<file path="src/rtl/img_rot_pkg.sv">
package img_rot_pkg;
   typedef enum logic [2:0] {
      ST_IDLE,
      ST_AREQ,
      ST_RDAT,
      ST_AWREQ,
      ST_WDAT,
      ST_BRSP
   } rot_state_e;

   localparam logic [1:0] BURST_INCR = 2'b01;
   localparam logic [1:0] RESP_OKAY  = 2'b00;
endpackage

</file>
<file path="src/rtl/img_rot_linebuf.sv">
module img_rot_linebuf #(
   parameter  int DATA_W      = 32,
   parameter  int DEPTH       = 64,
   parameter  bit REV_ON_FILL = 1'b0,
   localparam int IDX_W       = $clog2(DEPTH)
) (
   input  logic              clk,
   input  logic              we_i,
   input  logic [IDX_W-1:0]  wr_idx_i,
   input  logic [DATA_W-1:0] wr_data_i,
   input  logic [IDX_W-1:0]  rd_idx_i,
   output logic [DATA_W-1:0] rd_data_o
);
   localparam logic [IDX_W-1:0] TOP_IDX = IDX_W'(DEPTH - 1);

   logic [DATA_W-1:0] mem [DEPTH];
   logic [IDX_W-1:0]  put_idx;
   logic [IDX_W-1:0]  get_idx;

   // Reversal happens either when storing or when fetching; same result.
   generate
      if (REV_ON_FILL) begin : g_rev_fill
         assign put_idx = TOP_IDX - wr_idx_i;
         assign get_idx = rd_idx_i;
      end else begin : g_rev_drain
         assign put_idx = wr_idx_i;
         assign get_idx = TOP_IDX - rd_idx_i;
      end
   endgenerate

   always_ff @(posedge clk) begin
      if (we_i) mem[put_idx] <= wr_data_i;
   end

   assign rd_data_o = mem[get_idx];
endmodule

</file>
<file path="src/rtl/img_rot_addr.sv">
module img_rot_addr #(
   parameter int ADDR_W     = 32,
   parameter int LINES      = 24,
   parameter int LINE_BYTES = 256,
   parameter int IN_OFF     = 0,
   parameter int OUT_OFF    = 'h1800
) (
   input  logic              clk,
   input  logic              rst_n,
   input  logic              load_i,
   input  logic              step_i,
   input  logic [ADDR_W-1:0] rd_base_i,
   input  logic [ADDR_W-1:0] wr_base_i,
   output logic [ADDR_W-1:0] araddr_o,
   output logic [ADDR_W-1:0] awaddr_o
);
   localparam logic [ADDR_W-1:0] RD_FIRST = ADDR_W'(IN_OFF);
   localparam logic [ADDR_W-1:0] RD_END   = ADDR_W'(IN_OFF + LINES * LINE_BYTES);
   localparam logic [ADDR_W-1:0] WR_FLOOR = ADDR_W'(OUT_OFF);
   localparam logic [ADDR_W-1:0] WR_FIRST = ADDR_W'(OUT_OFF + (LINES - 1) * LINE_BYTES);
   localparam logic [ADDR_W-1:0] STRIDE   = ADDR_W'(LINE_BYTES);

   logic [ADDR_W-1:0] rd_off_q;
   logic [ADDR_W-1:0] wr_off_q;

   always_ff @(posedge clk) begin
      if (!rst_n) begin
         rd_off_q <= RD_FIRST;
         wr_off_q <= WR_FIRST;
      end else if (load_i) begin
         rd_off_q <= RD_FIRST;
         wr_off_q <= WR_FIRST;
      end else if (step_i) begin
         rd_off_q <= rd_off_q + STRIDE;
         wr_off_q <= wr_off_q - STRIDE;
      end
   end

   assign araddr_o = rd_base_i + rd_off_q;
   assign awaddr_o = wr_base_i + wr_off_q;

   AST_RD_IN_REGION: assert property (@(posedge clk) disable iff (!rst_n)
      rd_off_q >= RD_FIRST && rd_off_q < RD_END) else $error("read offset left region");
   AST_WR_IN_REGION: assert property (@(posedge clk) disable iff (!rst_n)
      wr_off_q >= WR_FLOOR && wr_off_q <= WR_FIRST) else $error("write offset left region");
endmodule

</file>
<file path="src/rtl/img_rot_seq.sv">
module img_rot_seq
   import img_rot_pkg::*;
#(
   parameter  int WORDS  = 64,
   parameter  int LINES  = 24,
   localparam int IDX_W  = $clog2(WORDS),
   localparam int LINE_W = $clog2(LINES)
) (
   input  logic             clk,
   input  logic             rst_n,
   input  logic             start_i,
   input  logic             ar_ready_i,
   input  logic             r_valid_i,
   input  logic             aw_ready_i,
   input  logic             w_ready_i,
   input  logic             b_valid_i,
   input  logic [1:0]       b_resp_i,
   output logic             ar_valid_o,
   output logic             r_ready_o,
   output logic             aw_valid_o,
   output logic             w_valid_o,
   output logic             w_last_o,
   output logic             b_ready_o,
   output logic [IDX_W-1:0] beat_o,
   output logic             fill_o,
   output logic             load_o,
   output logic             step_o,
   output logic             next_line_o,
   output logic             done_o
);
   localparam logic [IDX_W-1:0]  LAST_BEAT = IDX_W'(WORDS - 1);
   localparam logic [LINE_W-1:0] LAST_LINE = LINE_W'(LINES - 1);

   rot_state_e        state_q;
   logic [IDX_W-1:0]  beat_q;
   logic [LINE_W-1:0] line_q;
   logic              start_q;
   logic              done_q;
   logic              nl_q;
   logic              rise;
   logic              resp_ok;

   assign rise    = start_i & ~start_q;
   assign resp_ok = b_valid_i && (b_resp_i == RESP_OKAY);

   always_comb begin
      ar_valid_o  = (state_q == ST_AREQ);
      r_ready_o   = (state_q == ST_RDAT);
      aw_valid_o  = (state_q == ST_AWREQ);
      w_valid_o   = (state_q == ST_WDAT);
      b_ready_o   = (state_q == ST_BRSP);
      w_last_o    = w_valid_o && (beat_q == LAST_BEAT);
      fill_o      = r_ready_o && r_valid_i;
      load_o      = (state_q == ST_IDLE) && rise;
      step_o      = b_ready_o && resp_ok && (line_q != LAST_LINE);
      beat_o      = beat_q;
      next_line_o = nl_q;
      done_o      = done_q;
   end

   always_ff @(posedge clk) begin
      if (!rst_n) begin
         state_q <= ST_IDLE;
         beat_q  <= '0;
         line_q  <= '0;
         start_q <= 1'b0;
         done_q  <= 1'b0;
         nl_q    <= 1'b0;
      end else begin
         start_q <= start_i;
         nl_q    <= 1'b0;
         case (state_q)
            ST_IDLE: if (rise) begin
               state_q <= ST_AREQ;
               line_q  <= '0;
               done_q  <= 1'b0;
            end
            ST_AREQ: if (ar_ready_i) begin
               state_q <= ST_RDAT;
               beat_q  <= '0;
            end
            ST_RDAT: if (r_valid_i) begin
               if (beat_q == LAST_BEAT) begin
                  beat_q  <= '0;
                  state_q <= ST_AWREQ;
               end else begin
                  beat_q <= beat_q + 1'b1;
               end
            end
            ST_AWREQ: if (aw_ready_i) begin
               state_q <= ST_WDAT;
               beat_q  <= '0;
            end
            ST_WDAT: if (w_ready_i) begin
               if (beat_q == LAST_BEAT) begin
                  beat_q  <= '0;
                  state_q <= ST_BRSP;
               end else begin
                  beat_q <= beat_q + 1'b1;
               end
            end
            ST_BRSP: if (b_valid_i) begin
               if (!resp_ok) begin
                  state_q <= ST_AWREQ;
               end else if (line_q == LAST_LINE) begin
                  state_q <= ST_IDLE;
                  done_q  <= 1'b1;
               end else begin
                  line_q  <= line_q + 1'b1;
                  nl_q    <= 1'b1;
                  state_q <= ST_AREQ;
               end
            end
            default: state_q <= ST_IDLE;
         endcase
      end
   end

   AST_HELD_START: assert property (@(posedge clk) disable iff (!rst_n)
      (state_q == ST_IDLE && start_q) |=> !ar_valid_o) else $error("level restarted engine");
   AST_READ_AFTER_RESP: assert property (@(posedge clk) disable iff (!rst_n)
      $rose(ar_valid_o) |-> ($past(b_valid_i && b_ready_o && b_resp_i == RESP_OKAY) || $past(load_o)))
      else $error("read issued without prior OKAY");
   AST_RETRY_ON_ERR: assert property (@(posedge clk) disable iff (!rst_n)
      (b_valid_i && b_ready_o && b_resp_i != RESP_OKAY) |=> aw_valid_o) else $error("no retry");
   AST_NEXT_LINE_AR: assert property (@(posedge clk) disable iff (!rst_n)
      next_line_o |-> (ar_valid_o && $past(resp_ok))) else $error("stray next-line pulse");
   AST_DONE_STICKY: assert property (@(posedge clk) disable iff (!rst_n)
      (done_o && !(start_i && !start_q)) |=> done_o) else $error("done dropped");
endmodule

</file>
<file path="src/rtl/img_rot_engine.sv">
module img_rot_engine
   import img_rot_pkg::*;
#(
   parameter int ADDR_W      = 32,
   parameter int DATA_W      = 32,
   parameter int WORDS       = 64,
   parameter int LINES       = 24,
   parameter int IN_OFF      = 0,
   parameter int OUT_OFF     = 'h1800,
   parameter bit REV_ON_FILL = 1'b0
) (
   input  logic                clk,
   input  logic                rst_n,
   input  logic                start_i,
   input  logic [ADDR_W-1:0]   rd_base_i,
   input  logic [ADDR_W-1:0]   wr_base_i,
   output logic [ADDR_W-1:0]   m_araddr,
   output logic [7:0]          m_arlen,
   output logic [2:0]          m_arsize,
   output logic [1:0]          m_arburst,
   output logic                m_arvalid,
   input  logic                m_arready,
   input  logic [DATA_W-1:0]   m_rdata,
   input  logic                m_rvalid,
   output logic                m_rready,
   output logic [ADDR_W-1:0]   m_awaddr,
   output logic [7:0]          m_awlen,
   output logic [2:0]          m_awsize,
   output logic [1:0]          m_awburst,
   output logic                m_awvalid,
   input  logic                m_awready,
   output logic [DATA_W-1:0]   m_wdata,
   output logic [DATA_W/8-1:0] m_wstrb,
   output logic                m_wlast,
   output logic                m_wvalid,
   input  logic                m_wready,
   input  logic [1:0]          m_bresp,
   input  logic                m_bvalid,
   output logic                m_bready,
   output logic                next_line_o,
   output logic                done_o
);
   localparam int BYTES_W    = DATA_W / 8;
   localparam int LINE_BYTES = WORDS * BYTES_W;
   localparam int IDX_W      = $clog2(WORDS);

   generate
      if (WORDS < 2 || WORDS > 256) begin : g_bad_words
         $error("WORDS must fit one AXI4 burst");
      end
      if (LINES < 2) begin : g_bad_lines
         $error("LINES must be at least 2");
      end
      if (DATA_W < 8 || (DATA_W & (DATA_W - 1)) != 0) begin : g_bad_width
         $error("DATA_W must be a power of two bytes");
      end
      if (OUT_OFF < IN_OFF + LINES * LINE_BYTES) begin : g_overlap
         $error("output region overlaps input region");
      end
   endgenerate

   logic [IDX_W-1:0] beat;
   logic             fill;
   logic             load;
   logic             step;

   img_rot_seq #(.WORDS(WORDS), .LINES(LINES)) u_seq (
      .clk        (clk),
      .rst_n      (rst_n),
      .start_i    (start_i),
      .ar_ready_i (m_arready),
      .r_valid_i  (m_rvalid),
      .aw_ready_i (m_awready),
      .w_ready_i  (m_wready),
      .b_valid_i  (m_bvalid),
      .b_resp_i   (m_bresp),
      .ar_valid_o (m_arvalid),
      .r_ready_o  (m_rready),
      .aw_valid_o (m_awvalid),
      .w_valid_o  (m_wvalid),
      .w_last_o   (m_wlast),
      .b_ready_o  (m_bready),
      .beat_o     (beat),
      .fill_o     (fill),
      .load_o     (load),
      .step_o     (step),
      .next_line_o(next_line_o),
      .done_o     (done_o)
   );

   img_rot_addr #(
      .ADDR_W(ADDR_W), .LINES(LINES), .LINE_BYTES(LINE_BYTES),
      .IN_OFF(IN_OFF), .OUT_OFF(OUT_OFF)
   ) u_addr (
      .clk      (clk),
      .rst_n    (rst_n),
      .load_i   (load),
      .step_i   (step),
      .rd_base_i(rd_base_i),
      .wr_base_i(wr_base_i),
      .araddr_o (m_araddr),
      .awaddr_o (m_awaddr)
   );

   img_rot_linebuf #(.DATA_W(DATA_W), .DEPTH(WORDS), .REV_ON_FILL(REV_ON_FILL)) u_buf (
      .clk      (clk),
      .we_i     (fill),
      .wr_idx_i (beat),
      .wr_data_i(m_rdata),
      .rd_idx_i (beat),
      .rd_data_o(m_wdata)
   );

   assign m_arlen   = 8'(WORDS - 1);
   assign m_awlen   = 8'(WORDS - 1);
   assign m_arsize  = 3'($clog2(BYTES_W));
   assign m_awsize  = 3'($clog2(BYTES_W));
   assign m_arburst = BURST_INCR;
   assign m_awburst = BURST_INCR;
   assign m_wstrb   = '1;

   AST_AR_HOLD: assert property (@(posedge clk) disable iff (!rst_n)
      (m_arvalid && !m_arready) |=> (m_arvalid && $stable(m_araddr))) else $error("AR changed under stall");
   AST_W_HOLD: assert property (@(posedge clk) disable iff (!rst_n)
      (m_wvalid && !m_wready) |=> (m_wvalid && $stable(m_wdata) && $stable(m_wlast))) else $error("W changed under stall");
   AST_NO_MIXED_BUS: assert property (@(posedge clk) disable iff (!rst_n)
      m_rready |-> !(m_awvalid || m_wvalid || m_bready)) else $error("read and write overlap");
endmodule

</file>
<file path="config.mk">
export PLATFORM = sky130hd
export DESIGN_NAME = img_rot_engine
export DESIGN_NICKNAME = d
export VERILOG_FILES = /design/src/rtl/img_rot_pkg.sv /design/src/rtl/img_rot_linebuf.sv /design/src/rtl/img_rot_addr.sv /design/src/rtl/img_rot_seq.sv /design/src/rtl/img_rot_engine.sv
export SDC_FILE = /design/constraint.sdc
export NUM_CORES = 2
export LEC_CHECK = 0
export ABC_CLOCK_PERIOD_IN_PS = 7400
export BUFFER_PORTS_ARGS = -buffer_cell sky130_fd_sc_hd__buf_4
export CAP_MARGIN = 20
export CORE_UTILIZATION = 40
export DETAILED_ROUTE_END_ITERATION = 10
export PLACE_DENSITY = 0.56
export SLEW_MARGIN = 5
export SYNTH_ARGS = -nofsm -noshare
export SYNTH_HDL_FRONTEND = slang
export SYNTH_SLANG_ARGS = --single-unit
</file>
<file path="constraint.sdc">
create_clock -name clk -period 7.4 [get_ports clk]
set_input_delay 2.22 -clock clk [delete_from_list [all_inputs] [get_ports clk]]
set_output_delay 2.22 -clock clk [all_outputs]
set_load 0.01 [all_outputs]
</file>
==> qor.yml <==
cp-end-kind: "output port"
dieArea_mm2: 0.2124
syn_inst: 4847
power_switching_mw: 6.024
cts_tree: "done"
pwr-share-comb: 0.082
viasPerCell: 6.111
cp-start-kind: "register"
fin_ws_ns: 0.3498
clock_latency_ns: 0.89
synth_warnings: 0
status: "complete, no violations"
ys_seq_elements: 2113
report.final.setup_viol: 0
io_pins: 240
port_buffers: 177
rows: 168
clock-sinks: 2113
min_from: "u_seq.done_o"
p_seq_frac: 0.508
clock_skew_ns: 0.07184
syn-cell-area_mm2: 0.08421
die_y_um: 460.8
gr-total-overflow: 0
htree_levels: 4
r2r-start: "u_seq.beat_o[0]"
post-place-ws_ns: 0.3819
drcViolationCount: 0
post_cts_resized: 0
first_global_vias: 47452
coreArea_mm2: 0.2094
slew_headroom: 0.1737
synth-edff-count: 2048
max_freq_mhz: 141.8
crit_type: "reg -> out"
yosysUniqueCellTypes: 80
fin_nets: 5325
grt_max_degree: 110
cts_root_buffer: "clkbuf_16"
maxSlewViolCount: 0
crit_required_ns: 5.18
grt_util_all_layers: 0.2573
period_needed_ns: 7.050
async_flop_share: 0
cts_setup_buffers: 0
cp_max_fo: 36
worstMarginPinSlew_ns: 1.237
post_drt_wl_per_cell_um: 34.00
synthMuxAreaShare: 0.09530
power.density_mw_per_mm2: 268.7
cp-startpoint: "u_seq.beat_o[2]"
hold_buffers: 0
clk_pin_slew_ns: 0.06
antenna_found_initial: 14
start_util: 0.4022
maxCapViolCount: 0
postRouteAntennaNets: 0
clk_path_buf_depth: 3
p_leak_nw: 30.73
cp.arrival_ns: 4.83
yosys.area_share.adder: 0.007904
swShare: 0.2318
gp_congestion: 0.8495
clkPwrFrac: 0.410
ys.flop_type: "edfxtp_1"
fin_setup_tns_ns: 0
power.internal_mw: 19.97
cts_buffers: 213
synth-simple-area-share: 0.03793
synth.avg_cell_area_um2: 17.37
synth-compound-area-share: 0.08060
drive_above_1_share: 0.2092
layout_common_cells: "edfxtp_1, buf_4, nor2_1"
min_period_over_period: 0.9527
via_count: 49793
synth_top_family_by_area: "multiplexers"
rsz0062_at_grt: "false"
final_common_cell: "edfxtp_1"
die_x_um: 460.8
grt_pass1_wl_mm: 379.8
areaGrowthSynthToFinish_pct: 14.88
ys_seq_area_frac: 0.7457
hp-class: "reg -> reg"
drt_iter0_drc: 6741
synthXorXnorAreaFrac: 0.008528
finalHoldViolCount: 0
first_pass_iters: 5
hpwl_mm: 164.0
peakVddDrop_mv: 0.2287
routed_wl_mm: 277.0
## metrics by stage
stage / std cells / instance area, um2 / hold slack (ns) / total power [mW] / utilization
floorplan: 4875 / 84320 / 0.4704 / 14.74 / -
CTS: 8143 / 96720 / 0.4922 / 26.07 / 0.4620
global placement: 7752 / 89850 / 0.4658 / 15.56 / 0.4292
detailed placement: 7756 / 89930 / 0.4775 / 15.58 / 0.4295
global route: 8145 / 96740 / 0.5200 / 26.65 / 0.4621
finish: 8148 / 96750 / 0.4841 / 25.99 / 0.4621
## cells in the mapped netlist, types with 65 or more instances
cell,n,share of area
mux2i_1,237,0.028
nand2_1,165,0.0074
buf_4,75,0.0067
mux2_2,109,0.015
o21ai_0,155,0.0092
a21oi_1,249,0.015
buf_2,114,0.0068
edfxtp_1,2048,0.73
nor2_1,340,0.015
a221oi_1,189,0.020
dfxtp_1,65,0.015
mux4_2,194,0.052
o22ai_1,74,0.0055
clkbuf_1,77,0.0034
a22oi_1,113,0.010
## power groups by stage
stage,logic [mW],registers [mW],clock network [mW]
floorplan,1.33,13.4,0
global placement,2.11,13.5,0
detailed placement,2.13,13.5,0
CTS,2.13,13.2,10.7
global route,2.26,13.2,11.2
finish,2.14,13.2,10.6
## registers in the layout, summed over array words and instances (netlist names)
name               flops
u_addr.wr_off_q       24
u_seq.state_q          3
u_seq.line_q           5
u_seq.start_q          1
u_addr.rd_off_q       24
u_seq.next_line_o      1
u_seq.done_o           1
u_buf.mem           2048
u_seq.beat_o           6
## worst max-delay path: stages, from the launching register on
cell and delay (ns):
dfxtp_4 0.75, buf_12 0.32, buf_4 0.35, mux2_2 0.37
a221oi_1 0.49, a21oi_1 0.08, o21ai_0 0.40, o21ai_0 0.30
or4_1 0.61, buf_4 0.18
## per-layer routing
layer | vias up | share of wire | track usage | wire length [um]
met5 | - | 0.00034 | 0 | 93
met4 | 14 | 0.031 | 0.07692 | 8474
met3 | 460 | 0.11 | 0.06132 | 29440
met2 | 2861 | 0.46 | 0.3974 | 126400
met1 | 26246 | 0.41 | 0.3603 | 112600
li1 | 20212 | - | - | -
## path summary, 6_finish.rpt
kind	to	cells past startpoint	slack [ns]
worst max-delay path	m_wdata[12]	9	0.35
worst max register to register	u_buf.mem[51][12]	6	2.39
worst min register to register	u_seq.done_o	2	0.48
worst min-delay path	u_seq.done_o	2	0.48
## cells by family (layout without fill, tap and decap cells)
logic type	Yosys count	after routing
AO/OA/AOI/OAI	1002	1002
multiplexers	544	544
other	2	34
XOR/XNOR	82	82
buffers and inverters	339	803
AND/OR/NAND/NOR	713	713
flip-flops	2113	2113
adder cells (fa/ha/maj)	52	52
## cell type report
class	count	area, um2
diodes	4	10.01
clock buffers	269	5583
clock inverters	118	1205
fillers	18008	112600
inverters	7	33.78
multi-input cells	2423	20140
flip-flops and latches	2113	62810
well taps	2805	3510
repair buffers	409	3453
(Power assumes the default switching activity.)
